[config.mk]
export PLATFORM = sky130hd
export DESIGN_NAME = gpio_edge_bank
export DESIGN_NICKNAME = d
export VERILOG_FILES = /design/src/rtl/gpio_edge_bank_pkg.sv /design/src/rtl/gpio_edge_bank_ctrl.sv /design/src/rtl/gpio_edge_bank_dp.sv /design/src/rtl/gpio_edge_bank.sv
export SDC_FILE = /design/constraint.sdc
export NUM_CORES = 1
export LEC_CHECK = 0
export BUFFER_PORTS_ARGS = -buffer_cell sky130_fd_sc_hd__buf_2
export CAP_MARGIN = 25
export CORE_MARGIN = 1
export CORE_UTILIZATION = 52
export DETAILED_ROUTE_END_ITERATION = 12
export PLACE_DENSITY = 0.88
export SKIP_CTS_REPAIR_TIMING = 1
export SYNTH_ARGS = -nofsm -noshare
export SYNTH_HDL_FRONTEND = slang
export SYNTH_SLANG_ARGS = --single-unit
[constraint.sdc]
create_clock -name clk -period 1.5 [get_ports clk]
set_input_delay 0.3 -clock clk [delete_from_list [all_inputs] [get_ports clk]]
set_output_delay 0.3 -clock clk [all_outputs]
set_load 0.02 [all_outputs]
[src/rtl/gpio_edge_bank_pkg.sv]
package gpio_edge_bank_pkg;

  // Word addresses on the register bus
  localparam int RA_ID       = 0;
  localparam int RA_PIN_IN   = 1;
  localparam int RA_OUT      = 2;
  localparam int RA_OUT_SET  = 3;
  localparam int RA_OUT_CLR  = 4;
  localparam int RA_DIR      = 5;
  localparam int RA_EDGE_LO  = 6;
  localparam int RA_EDGE_HI  = 7;
  localparam int RA_IRQ_EN   = 8;
  localparam int RA_IRQ_SET  = 9;
  localparam int RA_IRQ_CLR  = 10;
  localparam int RA_WAKE_EN  = 11;
  localparam int RA_WAKE_SET = 12;
  localparam int RA_WAKE_CLR = 13;
  localparam int RA_STAT     = 14;

  // Control to datapath strobes, at most one write strobe per cycle
  typedef struct packed {
    logic wrOut;
    logic setOut;
    logic clrOut;
    logic wrDir;
    logic wrEdgeLo;
    logic wrEdgeHi;
    logic wrIrqEn;
    logic setIrqEn;
    logic clrIrqEn;
    logic wrWake;
    logic setWake;
    logic clrWake;
    logic clrStat;
    logic rdGo;
  } strobe_t;

endpackage

[src/rtl/gpio_edge_bank_ctrl.sv]
module gpio_edge_bank_ctrl
  import gpio_edge_bank_pkg::*;
#(
  parameter int ADDR_W = 4
) (
  input  logic              busWe,
  input  logic              busRe,
  input  logic [ADDR_W-1:0] busAddr,
  output strobe_t           strobes
);

  always_comb begin
    strobes      = '0;
    strobes.rdGo = busRe;
    if (busWe) begin
      case (busAddr)
        ADDR_W'(RA_OUT):      strobes.wrOut    = 1'b1;
        ADDR_W'(RA_OUT_SET):  strobes.setOut   = 1'b1;
        ADDR_W'(RA_OUT_CLR):  strobes.clrOut   = 1'b1;
        ADDR_W'(RA_DIR):      strobes.wrDir    = 1'b1;
        ADDR_W'(RA_EDGE_LO):  strobes.wrEdgeLo = 1'b1;
        ADDR_W'(RA_EDGE_HI):  strobes.wrEdgeHi = 1'b1;
        ADDR_W'(RA_IRQ_EN):   strobes.wrIrqEn  = 1'b1;
        ADDR_W'(RA_IRQ_SET):  strobes.setIrqEn = 1'b1;
        ADDR_W'(RA_IRQ_CLR):  strobes.clrIrqEn = 1'b1;
        ADDR_W'(RA_WAKE_EN):  strobes.wrWake   = 1'b1;
        ADDR_W'(RA_WAKE_SET): strobes.setWake  = 1'b1;
        ADDR_W'(RA_WAKE_CLR): strobes.clrWake  = 1'b1;
        ADDR_W'(RA_STAT):     strobes.clrStat  = 1'b1;
        default: ;
      endcase
    end
  end

endmodule

[src/rtl/gpio_edge_bank_dp.sv]
module gpio_edge_bank_dp
  import gpio_edge_bank_pkg::*;
#(
  parameter int          PINS   = 16,
  parameter int          DATA_W = 32,
  parameter int          ADDR_W = 4,
  parameter logic [31:0] REV_ID = 32'h0000_0021
) (
  input  logic              clk,
  input  logic              rstN,
  input  strobe_t           strobes,
  input  logic [ADDR_W-1:0] busAddr,
  input  logic [DATA_W-1:0] busWdata,
  output logic [DATA_W-1:0] busRdata,
  output logic              busRvalid,
  input  logic [PINS-1:0]   padIn,
  output logic [PINS-1:0]   padOut,
  output logic [PINS-1:0]   padOe,
  output logic              irqOut,
  output logic              wakeOut,
  output logic [PINS-1:0]   statVec,
  output logic [PINS-1:0]   evtVec
);

  localparam int GROUP  = PINS / 2;
  localparam int EDGE_W = 2 * GROUP;

  logic [PINS-1:0]   syncA, syncB, prevB;
  logic [PINS-1:0]   dataOut, dirReg, irqEn, wakeEn, stat;
  logic [EDGE_W-1:0] edgeLo, edgeHi;
  logic [PINS-1:0]   wdPins;
  logic [EDGE_W-1:0] wdEdge;
  logic [DATA_W-1:0] rdMux;
  logic              unusedWdata;

  assign wdPins      = busWdata[PINS-1:0];
  assign wdEdge      = busWdata[EDGE_W-1:0];
  assign unusedWdata = ^busWdata[DATA_W-1:PINS];

  // Per-pin edge decode, the field location depends on the pin group
  for (genvar i = 0; i < PINS; i++) begin : g_pin
    logic [1:0] code;
    if (i < GROUP) begin : g_lo
      assign code = edgeLo[2*i +: 2];
    end else begin : g_hi
      assign code = edgeHi[2*(i-GROUP) +: 2];
    end
    assign evtVec[i] = (code[1] &  syncB[i] & ~prevB[i]) |
                       (code[0] & ~syncB[i] &  prevB[i]);
  end

  always_ff @(posedge clk) begin
    if (!rstN) begin
      syncA <= '0;
      syncB <= '0;
      prevB <= '0;
    end else begin
      syncA <= padIn;
      syncB <= syncA;
      prevB <= syncB;
    end
  end

  always_ff @(posedge clk) begin
    if (!rstN) begin
      dataOut <= '0;
      dirReg  <= '1;
      edgeLo  <= '0;
      edgeHi  <= '0;
      irqEn   <= '0;
      wakeEn  <= '0;
      stat    <= '0;
    end else begin
      if (strobes.wrOut)       dataOut <= wdPins;
      else if (strobes.setOut) dataOut <= dataOut | wdPins;
      else if (strobes.clrOut) dataOut <= dataOut & ~wdPins;

      if (strobes.wrDir)    dirReg <= wdPins;
      if (strobes.wrEdgeLo) edgeLo <= wdEdge;
      if (strobes.wrEdgeHi) edgeHi <= wdEdge;

      if (strobes.wrIrqEn)       irqEn <= wdPins;
      else if (strobes.setIrqEn) irqEn <= irqEn | wdPins;
      else if (strobes.clrIrqEn) irqEn <= irqEn & ~wdPins;

      if (strobes.wrWake)       wakeEn <= wdPins;
      else if (strobes.setWake) wakeEn <= wakeEn | wdPins;
      else if (strobes.clrWake) wakeEn <= wakeEn & ~wdPins;

      // new events are ORed in after the clear, so they win
      stat <= (stat & ~(strobes.clrStat ? wdPins : '0)) | evtVec;
    end
  end

  always_comb begin
    case (busAddr)
      ADDR_W'(RA_ID):      rdMux = DATA_W'(REV_ID);
      ADDR_W'(RA_PIN_IN):  rdMux = DATA_W'(syncB);
      ADDR_W'(RA_OUT):     rdMux = DATA_W'(dataOut);
      ADDR_W'(RA_DIR):     rdMux = DATA_W'(dirReg);
      ADDR_W'(RA_EDGE_LO): rdMux = DATA_W'(edgeLo);
      ADDR_W'(RA_EDGE_HI): rdMux = DATA_W'(edgeHi);
      ADDR_W'(RA_IRQ_EN):  rdMux = DATA_W'(irqEn);
      ADDR_W'(RA_WAKE_EN): rdMux = DATA_W'(wakeEn);
      ADDR_W'(RA_STAT):    rdMux = DATA_W'(stat);
      default:             rdMux = '0;
    endcase
  end

  always_ff @(posedge clk) begin
    if (!rstN) begin
      busRvalid <= 1'b0;
      busRdata  <= '0;
    end else begin
      busRvalid <= strobes.rdGo;
      if (strobes.rdGo) busRdata <= rdMux;
    end
  end

  assign padOut  = dataOut;
  assign padOe   = ~dirReg;
  assign irqOut  = |(stat & irqEn);
  assign wakeOut = |(stat & wakeEn);
  assign statVec = stat;

endmodule

[src/rtl/gpio_edge_bank.sv]
module gpio_edge_bank
  import gpio_edge_bank_pkg::*;
#(
  parameter int PINS   = 16,
  parameter int DATA_W = 32,
  parameter int ADDR_W = 4
) (
  input  logic              clk,
  input  logic              rstN,
  input  logic              busWe,
  input  logic              busRe,
  input  logic [ADDR_W-1:0] busAddr,
  input  logic [DATA_W-1:0] busWdata,
  output logic [DATA_W-1:0] busRdata,
  output logic              busRvalid,
  input  logic [PINS-1:0]   padIn,
  output logic [PINS-1:0]   padOut,
  output logic [PINS-1:0]   padOe,
  output logic              irqOut,
  output logic              wakeOut
);

  strobe_t         strobes;
  logic [PINS-1:0] irqStat;
  logic [PINS-1:0] edgeEvt;

  gpio_edge_bank_ctrl #(.ADDR_W(ADDR_W)) u_ctrl (
    .busWe   (busWe),
    .busRe   (busRe),
    .busAddr (busAddr),
    .strobes (strobes)
  );

  gpio_edge_bank_dp #(.PINS(PINS), .DATA_W(DATA_W), .ADDR_W(ADDR_W)) u_dp (
    .clk       (clk),
    .rstN      (rstN),
    .strobes   (strobes),
    .busAddr   (busAddr),
    .busWdata  (busWdata),
    .busRdata  (busRdata),
    .busRvalid (busRvalid),
    .padIn     (padIn),
    .padOut    (padOut),
    .padOe     (padOe),
    .irqOut    (irqOut),
    .wakeOut   (wakeOut),
    .statVec   (irqStat),
    .evtVec    (edgeEvt)
  );

endmodule

==> impl_metrics.prom, run 1 <==
# TYPE chip_impl_metric gauge
chip_impl_info{name="run_status",value="complete, but fails checks"} 1
chip_impl_info{name="violations",value="negative setup slack"} 1
chip_impl_metric{name="detail_route.vias_per_cell",unit=""} 6.19
chip_impl_metric{name="multi_input_comb_area",unit="sq um"} 4260
chip_impl_metric{name="sw_frac_of_total",unit="%"} 27.3
chip_impl_metric{name="starting_density",unit="%"} 53.9
chip_impl_info{name="dominantRegCellSynth",value="sky130_fd_sc_hd__dfxtp_1"} 1
chip_impl_metric{name="synth-warning-count",unit=""} 0
chip_impl_metric{name="worst_clk_skew",unit="ns"} 0.0135
chip_impl_metric{name="power_leakage",unit="nW"} 4.28
chip_impl_metric{name="ctsHtreeMaxLevel",unit=""} 4
chip_impl_metric{name="tns",unit="ns"} -0.935
chip_impl_metric{name="clock.fmax",unit="MHz"} 507
chip_impl_metric{name="post_synth_instance_area",unit="sq um"} 8290
chip_impl_metric{name="finalInstanceArea",unit="sq um"} 10400
chip_impl_info{name="library_cell_with_the_largest_summed_area_after_synthesis",value="sky130_fd_sc_hd__dfxtp_1"} 1
chip_impl_metric{name="max_slew_violation_count",unit=""} 0
chip_impl_metric{name="chipWidth",unit="um"} 128
chip_impl_metric{name="rrSetupSlack",unit="ns"} 0.03
chip_impl_metric{name="timing.final.setup_violations",unit=""} 3
chip_impl_metric{name="drc",unit=""} 0
chip_impl_metric{name="synth-seq-area-share",unit="%"} 42.7
chip_impl_metric{name="post_placement_cell_count",unit=""} 1302
chip_impl_info{name="crit-reg2reg-capture",value="u_dp.busRdata[12]$_SDFFE_PN0P_"} 1
chip_impl_metric{name="i_o_pin_count",unit=""} 123
chip_impl_info{name="endpoint_kind",value="output pin"} 1
chip_impl_metric{name="clock_power_share",unit="%"} 42.1
chip_impl_metric{name="total_internal_power",unit="mW"} 7.64
chip_impl_info{name="timing.setup.critical_path_class",value="flop to output pin"} 1
chip_impl_metric{name="n_fill_cell",unit=""} 1251
chip_impl_metric{name="first_iter_violations",unit=""} 1277
chip_impl_info{name="cts_root_buf",value="sky130_fd_sc_hd__clkbuf_16"} 1
chip_impl_metric{name="cellPowerDensity",unit="nW/um^2"} 1010
chip_impl_metric{name="critical_path.max_fanout",unit=""} 4
chip_impl_metric{name="fin_crit",unit="ns"} 1.97
chip_impl_metric{name="worstSetupPathDepth",unit=""} 4
chip_impl_metric{name="synth_enable_flop_cells",unit=""} 0
chip_impl_metric{name="grt.total_usage",unit="%"} 37.0
chip_impl_metric{name="antenna_left",unit=""} 0
chip_impl_info{name="cp-endpoint",value="irqOut"} 1
chip_impl_info{name="grt_setup_unrepaired",value="yes"} 1
chip_impl_metric{name="final.setup.worst_slack",unit="ns"} -0.474
chip_impl_metric{name="rr_worst_depth",unit=""} 4
chip_impl_metric{name="placement.setup.worst_slack",unit="ns"} -0.474
chip_impl_metric{name="grt_pass1_wl",unit="um"} 44900
chip_impl_metric{name="dpl_cell_area",unit="sq um"} 9730
chip_impl_metric{name="ys_async_sr_fraction",unit="%"} 0
chip_impl_info{name="timing.critical_path.max_delay_family",value="compound AO/OA/AOI/OAI gates"} 1
chip_impl_metric{name="max-vdd-ir-drop",unit="mV"} 0.936
chip_impl_metric{name="critical_path_buf_inv_count",unit=""} 1
chip_impl_metric{name="synth_cell_types",unit=""} 76
chip_impl_metric{name="total_die_area",unit="sq um"} 16400
chip_impl_metric{name="regArea",unit="sq um"} 3570
chip_impl_metric{name="grt.overflow.total",unit=""} 0
chip_impl_metric{name="clkSinkCount",unit=""} 177
chip_impl_metric{name="dp_hpwl",unit="um"} 21600
chip_impl_metric{name="synth_seq_cells",unit=""} 177
chip_impl_metric{name="share_of_the_core_filled_with_cells_in_the_final_layout",unit="%"} 68.0
chip_impl_metric{name="antenna_violations_before_repair",unit=""} 1
chip_impl_metric{name="layout_worst_path_cycle_share",unit="%"} 132
chip_impl_metric{name="final_net_count",unit=""} 1168
chip_impl_metric{name="firstDrtPassIters",unit=""} 6
chip_impl_metric{name="place.port_buffers",unit=""} 90
chip_impl_metric{name="required",unit="ns"} 1.20
chip_impl_metric{name="max-clock-path-buffers",unit=""} 2
chip_impl_metric{name="core_region_area",unit="sq um"} 15400
chip_impl_metric{name="die_height",unit="um"} 128
chip_impl_metric{name="numCtsBuffers",unit=""} 17
chip_impl_metric{name="total_switching_power",unit="mW"} 2.87
chip_impl_metric{name="floorplan.rows",unit=""} 45
chip_impl_metric{name="post_synthesis_cell_count",unit=""} 955
chip_impl_metric{name="max-cap-violations",unit=""} 0
chip_impl_info{name="worstReg2RegStart",value="u_dp.edgeLo[12]$_SDFFE_PN0P_"} 1
chip_impl_metric{name="route.detailed.wl_per_inst",unit="um"} 22.3
chip_impl_metric{name="post_route_cells_drive_above_1_share",unit="%"} 28.3
chip_impl_metric{name="clkSlewWorstSetupHoldPaths",unit="ns"} 0.07
chip_impl_metric{name="clk-insertion-delay-late",unit="ns"} 0.44
chip_impl_metric{name="grt_start_max_net_pins",unit=""} 45
chip_impl_metric{name="cp.arrival",unit="ns"} 1.67
chip_impl_metric{name="instances_no_fill",unit=""} 1336
chip_impl_info{name="timing.critical_path.cells",value="a22o_1 > a221oi_2 > nand4_1 > buf_4"} 1
chip_impl_metric{name="place_congestion",unit=""} 1.01
chip_impl_info{name="critical_path.startpoint_type",value="flop"} 1
chip_impl_info{name="cts_tree",value="built"} 1
chip_impl_metric{name="gate_power_share",unit="%"} 11.3
chip_impl_metric{name="critPathMaxStageDelay",unit="ns"} 0.37
chip_impl_info{name="crit_start",value="u_dp.statVec[7]$_SDFF_PN0_"} 1
chip_impl_metric{name="area.growth.synth_to_final",unit="%"} 26.0
chip_impl_metric{name="synth_top_cell_area_share",unit="%"} 42.7
chip_impl_metric{name="routed-via-count",unit=""} 8274
chip_impl_metric{name="synth_area_per_inst",unit="sq um"} 8.68
chip_impl_metric{name="antennaDiodeCount",unit=""} 0
chip_impl_metric{name="grt_pass1_vias",unit=""} 7490
chip_impl_metric{name="wirelength",unit="um"} 29800
chip_impl_metric{name="finalHoldViolCount",unit=""} 0
chip_impl_metric{name="seq_power_share",unit="%"} 46.6
chip_impl_info{name="worst_min_delay_path_class",value="primary input to flop"} 1
chip_impl_info{name="synthTopCellsByArea",value="sky130_fd_sc_hd__dfxtp_1 43%, sky130_fd_sc_hd__nand2_1 6.3%, sky130_fd_sc_hd__and2_1 4.0%"} 1
chip_impl_info{name="slowest_stage",value="sky130_fd_sc_hd__dfxtp_2"} 1
## area by class of cell
type / count / share of cell area, %
Inverter: 22 / 0.791
Tap cell: 211 / 2.53
Timing Repair Buffer: 225 / 16.2
Sequential cell: 177 / 34.2
Clock inverter: 13 / 1.41
Multi-Input combinational cell: 669 / 40.8
Clock buffer: 19 / 4.14
## logic make-up after synthesis
logic type,after synthesis,synth area share (%)
mux,18,2.26
buf+inv,124,7.82
simple gates,346,22.1
compound gates,289,25.0
other cells,1,0.0452
flops,177,42.7
## cells in the final DEF (no fill, tap or decap), drive strengths merged, types with 6 or more instances in the layout
| cell type | netlist | routed |
|---|---|---|
| nor4bb | 6 | 6 |
| clkbuf | 45 | 20 |
| nor3b | 6 | 6 |
| a22o | 15 | 15 |
| a31oi | 8 | 8 |
| and3 | 7 | 7 |
| nor2b | 11 | 11 |
| mux2i | 12 | 12 |
| dfxtp | 177 | 177 |
| a32o | 6 | 6 |
| nand2 | 140 | 140 |
| buf | 57 | 224 |
| nand3 | 9 | 9 |
| a22oi | 10 | 10 |
| a21boi | 20 | 20 |
| a221oi | 13 | 13 |
| o21a | 21 | 21 |
| and2 | 54 | 54 |
| nand3b | 29 | 29 |
| mux2 | 6 | 6 |
| o21ai | 48 | 48 |
| conb | 1 | 16 |
| a2111oi | 15 | 15 |
| a32oi | 21 | 21 |
| inv | 21 | 28 |
| a21oi | 71 | 71 |
| o211ai | 17 | 17 |
| nor2 | 54 | 54 |
## metrics by stage
| step | power (mW) | hold WS [ns] |
|---|---|---|
| final | 10.5 | 0.0655 |
| after detailed placement | 6.14 | 0.419 |
| after CTS | 10.5 | 0.0542 |
| after global routing | 10.8 | 0.0555 |
| after global placement | 6.12 | 0.414 |
| after floorplan | 5.64 | 0.412 |
## cells in the mapped netlist, types with 3 or more instances
library cell / instances
sky130_fd_sc_hd__a2111oi_0: 6
sky130_fd_sc_hd__a2111oi_2: 8
sky130_fd_sc_hd__a21boi_0: 19
sky130_fd_sc_hd__a21oi_1: 62
sky130_fd_sc_hd__a21oi_2: 8
sky130_fd_sc_hd__a221oi_1: 13
sky130_fd_sc_hd__a22o_1: 15
sky130_fd_sc_hd__a22oi_1: 10
sky130_fd_sc_hd__a31oi_1: 8
sky130_fd_sc_hd__a32o_1: 6
sky130_fd_sc_hd__a32oi_1: 21
sky130_fd_sc_hd__and2_1: 53
sky130_fd_sc_hd__and3_1: 7
sky130_fd_sc_hd__and3b_1: 3
sky130_fd_sc_hd__and4_1: 3
sky130_fd_sc_hd__buf_2: 27
sky130_fd_sc_hd__buf_4: 23
sky130_fd_sc_hd__buf_6: 6
sky130_fd_sc_hd__clkbuf_1: 44
sky130_fd_sc_hd__dfxtp_1: 177
sky130_fd_sc_hd__inv_1: 20
sky130_fd_sc_hd__mux2_2: 6
sky130_fd_sc_hd__mux2i_1: 12
sky130_fd_sc_hd__nand2_1: 139
sky130_fd_sc_hd__nand2b_1: 4
sky130_fd_sc_hd__nand3_1: 9
sky130_fd_sc_hd__nand3b_1: 28
sky130_fd_sc_hd__nand4_1: 5
sky130_fd_sc_hd__nor2_1: 53
sky130_fd_sc_hd__nor2b_1: 9
sky130_fd_sc_hd__nor3b_1: 6
sky130_fd_sc_hd__nor4bb_1: 5
sky130_fd_sc_hd__o211a_1: 3
sky130_fd_sc_hd__o211ai_1: 17
sky130_fd_sc_hd__o21a_1: 21
sky130_fd_sc_hd__o21ai_0: 46
sky130_fd_sc_hd__o221ai_1: 3
sky130_fd_sc_hd__o31ai_1: 3
sky130_fd_sc_hd__or3b_1: 3
## worst reg2reg max path: stages (launching register included)
cell	delay, ns
sky130_fd_sc_hd__dfxtp_1	0.35
sky130_fd_sc_hd__mux2_2	0.29
sky130_fd_sc_hd__a221oi_2	0.36
sky130_fd_sc_hd__a21oi_1	0.10
sky130_fd_sc_hd__a32o_1	0.27
## layer usage
metal  part of all wire, %  track usage (%)  wire, um  vias to the layer above
met5                 0.034                0        10                        -
met4                   3.7             15.2      1100                        2
met3                    10             7.60      3090                       87
met2                    45             56.5     13300                      551
met1                    41             50.8     12300                     3948
li1                      -                -         -                     3686
## worst min path at each step
| stage | from | endpoint | depth (start not counted) |
|---|---|---|---|
| 6_report | padIn[5] | u_dp.syncA[5]$_SDFF_PN0_ | 2 |
| 5_1_grt | padIn[3] | u_dp.syncA[3]$_SDFF_PN0_ | 2 |
| 4_1_cts | padIn[10] | u_dp.syncA[10]$_SDFF_PN0_ | 2 |
| 3_5_place_dp | u_dp.syncA[11]$_SDFF_PN0_ | u_dp.syncB[11]$_SDFF_PN0_ | 1 |
| 3_3_place_gp | u_dp.syncA[4]$_SDFF_PN0_ | u_dp.syncB[4]$_SDFF_PN0_ | 1 |
| 2_1_floorplan | u_dp.syncA[0]$_SDFF_PN0_ | u_dp.syncB[0]$_SDFF_PN0_ | 1 |
## power groups by stage
stage	combinational [mW]	clock, mW	sequential (mW)
CTS	1.14	4.44	4.90
global route	1.25	4.66	4.90
floorplan	0.643	0	4.99
detailed placement	1.13	0	5.00
finish	1.19	4.42	4.90
global placement	1.12	0	5.00
(Power assumes the default switching activity.)
==> inputs of run 2 (changes only) <==
- SKIP_CTS_REPAIR_TIMING: 1 -> unset
==> run 2 against run 1 <==
Effect of this change: the flow still finishes with violations (negative setup slack); wire length increased by 0.13%; first-iteration DRC count decreased by 3.6%; maximum frequency increased by 0.17%; global-route usage increased by 0.13 points; combinational power about the same; clock-buffer cell count unchanged; setup slack improved by 0.0033 ns; core utilization about the same; critical path type unchanged.
==> impl_metrics.prom, run 2 (synthesized netlist as in run 1, its figures left out) <==
# TYPE chip_impl_metric gauge
chip_impl_metric{name="clock.fmax",unit="MHz"} 508
chip_impl_info{name="most_common_cell_after_layout_fill_and_taps_aside",value="sky130_fd_sc_hd__dfxtp_1"} 1
chip_impl_metric{name="clkSlewWorstSetupHoldPaths",unit="ns"} 0.07
chip_impl_metric{name="grt_pass1_vias",unit=""} 7488
chip_impl_metric{name="place_congestion",unit=""} 1.01
chip_impl_metric{name="clk-insertion-delay-late",unit="ns"} 0.44
chip_impl_metric{name="antenna_left",unit=""} 0
chip_impl_metric{name="post_placement_cell_count",unit=""} 1302
chip_impl_metric{name="max-cap-violations",unit=""} 0
chip_impl_metric{name="ctsHoldBuffers",unit=""} 0
chip_impl_metric{name="finalInstanceArea",unit="sq um"} 10400
chip_impl_metric{name="antennaDiodeCount",unit=""} 0
chip_impl_metric{name="place.port_buffers",unit=""} 90
chip_impl_metric{name="route.detailed.wl_per_inst",unit="um"} 22.3
chip_impl_metric{name="grt.total_usage",unit="%"} 37.1
chip_impl_metric{name="layout_worst_path_cycle_share",unit="%"} 131
chip_impl_metric{name="placement.setup.worst_slack",unit="ns"} -0.474
chip_impl_metric{name="dp_hpwl",unit="um"} 21600
chip_impl_metric{name="wirelength",unit="um"} 29800
chip_impl_metric{name="detail_route.vias_per_cell",unit=""} 6.21
chip_impl_metric{name="routed-via-count",unit=""} 8298
chip_impl_info{name="violations",value="negative setup slack"} 1
chip_impl_metric{name="ctsHtreeMaxLevel",unit=""} 4
chip_impl_info{name="worst_hold_path.endpoint",value="u_dp.syncA[5]$_SDFF_PN0_"} 1
chip_impl_metric{name="cp.arrival",unit="ns"} 1.67
chip_impl_metric{name="area.growth.synth_to_final",unit="%"} 26.0
chip_impl_metric{name="required",unit="ns"} 1.20
chip_impl_metric{name="dpl_cell_area",unit="sq um"} 9730
chip_impl_info{name="grt_setup_unrepaired",value="yes"} 1
chip_impl_metric{name="max-clock-path-buffers",unit=""} 2
chip_impl_metric{name="floorplan.rows",unit=""} 45
chip_impl_metric{name="max_slew_violation_count",unit=""} 0
chip_impl_metric{name="chipWidth",unit="um"} 128
chip_impl_metric{name="power_leakage",unit="nW"} 4.29
chip_impl_info{name="critical_path.startpoint_type",value="flop"} 1
chip_impl_metric{name="timing.final.setup_violations",unit=""} 2
chip_impl_info{name="timing.critical_path.cells",value="a22o_1 > a221oi_2 > nand4_1 > buf_4"} 1
chip_impl_metric{name="n_fill_cell",unit=""} 1251
chip_impl_metric{name="total_die_area",unit="sq um"} 16400
chip_impl_metric{name="grt_start_max_net_pins",unit=""} 45
chip_impl_metric{name="critical_path.max_fanout",unit=""} 4
chip_impl_metric{name="numCtsBuffers",unit=""} 17
chip_impl_metric{name="grt.overflow.total",unit=""} 0
chip_impl_metric{name="fin_crit",unit="ns"} 1.97
chip_impl_metric{name="holdPathStages",unit=""} 2
chip_impl_metric{name="rr_worst_depth",unit=""} 5
chip_impl_info{name="worst_min_delay_path_class",value="primary input to flop"} 1
chip_impl_metric{name="antenna_violations_before_repair",unit=""} 2
chip_impl_info{name="endpoint_kind",value="output pin"} 1
chip_impl_info{name="worstReg2RegStart",value="u_dp.syncB[0]$_SDFF_PN0_"} 1
chip_impl_info{name="cts_tree",value="built"} 1
chip_impl_metric{name="max-vdd-ir-drop",unit="mV"} 0.940
chip_impl_metric{name="fin_total_pwr",unit="mW"} 10.5
chip_impl_info{name="cts_root_buf",value="sky130_fd_sc_hd__clkbuf_16"} 1
chip_impl_metric{name="i_o_pin_count",unit=""} 123
chip_impl_info{name="crit-reg2reg-capture",value="u_dp.busRdata[0]$_SDFFE_PN0P_"} 1
chip_impl_metric{name="starting_density",unit="%"} 53.9
chip_impl_info{name="slowest_stage",value="sky130_fd_sc_hd__dfxtp_2"} 1
chip_impl_metric{name="critPathMaxStageDelay",unit="ns"} 0.36
chip_impl_metric{name="worst_clk_skew",unit="ns"} 0.0124
chip_impl_metric{name="drc",unit=""} 0
chip_impl_metric{name="first_iter_violations",unit=""} 1231
chip_impl_metric{name="cellPowerDensity",unit="nW/um^2"} 1010
chip_impl_info{name="commonest_cells_after_routing_fill_and_taps_aside",value="163 x sky130_fd_sc_hd__dfxtp_1, 139 x sky130_fd_sc_hd__nand2_1, 120 x sky130_fd_sc_hd__buf_4"} 1
chip_impl_info{name="run_status",value="complete, but fails checks"} 1
chip_impl_metric{name="firstDrtPassIters",unit=""} 5
chip_impl_metric{name="grt_pass1_wl",unit="um"} 45000
chip_impl_metric{name="final.setup.worst_slack",unit="ns"} -0.470
chip_impl_info{name="crit_start",value="u_dp.statVec[7]$_SDFF_PN0_"} 1
chip_impl_metric{name="post_route_cells_drive_above_1_share",unit="%"} 28.6
chip_impl_metric{name="core_region_area",unit="sq um"} 15400
chip_impl_info{name="timing.setup.critical_path_class",value="flop to output pin"} 1
chip_impl_info{name="min-delay-start",value="padIn[5]"} 1
chip_impl_metric{name="clkSinkCount",unit=""} 177
chip_impl_metric{name="finalHoldViolCount",unit=""} 0
chip_impl_metric{name="instances_no_fill",unit=""} 1337
chip_impl_metric{name="die_height",unit="um"} 128
chip_impl_metric{name="final_net_count",unit=""} 1169
chip_impl_metric{name="rrSetupSlack",unit="ns"} 0.02
-- run 2: critical path, delay by kind of cell (launching register included) --
kind | cells | cell delay (ns)
AOI/OAI and AO/OA | 2 | 0.45
DFF | 1 | 0.36
buffers and inverters | 1 | 0.22
and+or+nand+nor | 1 | 0.20
-- run 2: cell type report --
cell class / instances / area, sq um / area share (%)
clock buffers: 19 / 433 / 4.14
clock inverters: 13 / 148 / 1.41
inverters: 22 / 82.6 / 0.791
multi-input cells: 669 / 4260 / 40.7
flip-flops and latches: 177 / 3570 / 34.2
well taps: 211 / 264 / 2.53
repair buffers: 226 / 1690 / 16.2
-- run 2: what timing repair did --
| action | in CTS | in global routing |
|---|---|---|
| endpoints found under the setup margin | 5 | 14 |
| buffers inserted | 0 | 3 |
| pin swaps | 5 | 10 |
| gates cloned | 0 | 0 |
| resized for setup | 17 | 21 |
-- run 2: metal layers --
| metal | up-vias | GRT usage [%] | part of all wire [%] |
|---|---|---|---|
| li1 | 3695 | - | - |
| met1 | 3957 | 51.1 | 41 |
| met2 | 556 | 57.3 | 45 |
| met4 | 2 | 14.1 | 3.2 |
| met5 | - | 0 | 0.034 |
| met3 | 88 | 7.18 | 11 |
-- run 2: where the power goes --
| group | total (mW) | leakage (nW) | switching [mW] | internal, mW |
|---|---|---|---|---|
| sequential | 4.90 | 1.45 | 0.0954 | 4.80 |
| combinational | 1.19 | 2.57 | 0.716 | 0.471 |
| clock | 4.43 | 0.277 | 2.08 | 2.36 |
-- run 2: worst max path at each step --
stage	end	slack, ns	depth (start not counted)
after global routing	irqOut	-0.47	4
after floorplan	u_dp.busRdata[12]$_SDFFE_PN0P_	-0.007	6
final	irqOut	-0.47	4
after global placement	u_dp.busRdata[1]$_SDFFE_PN0P_	-0.41	9
after detailed placement	flop	-0.47	7
after CTS	irqOut	-0.45	4
-- run 2: metrics by stage --
step	TNS (ns)	hold slack, ns	util, %
after floorplan	-0.00686	0.412	-
after global placement	-25.75	0.414	63.3
after detailed placement	-28.75	0.419	63.3
after CTS	-0.866	0.0542	67.4
after global routing	-0.948	0.0557	68.0
final	-0.859	0.0632	68.0
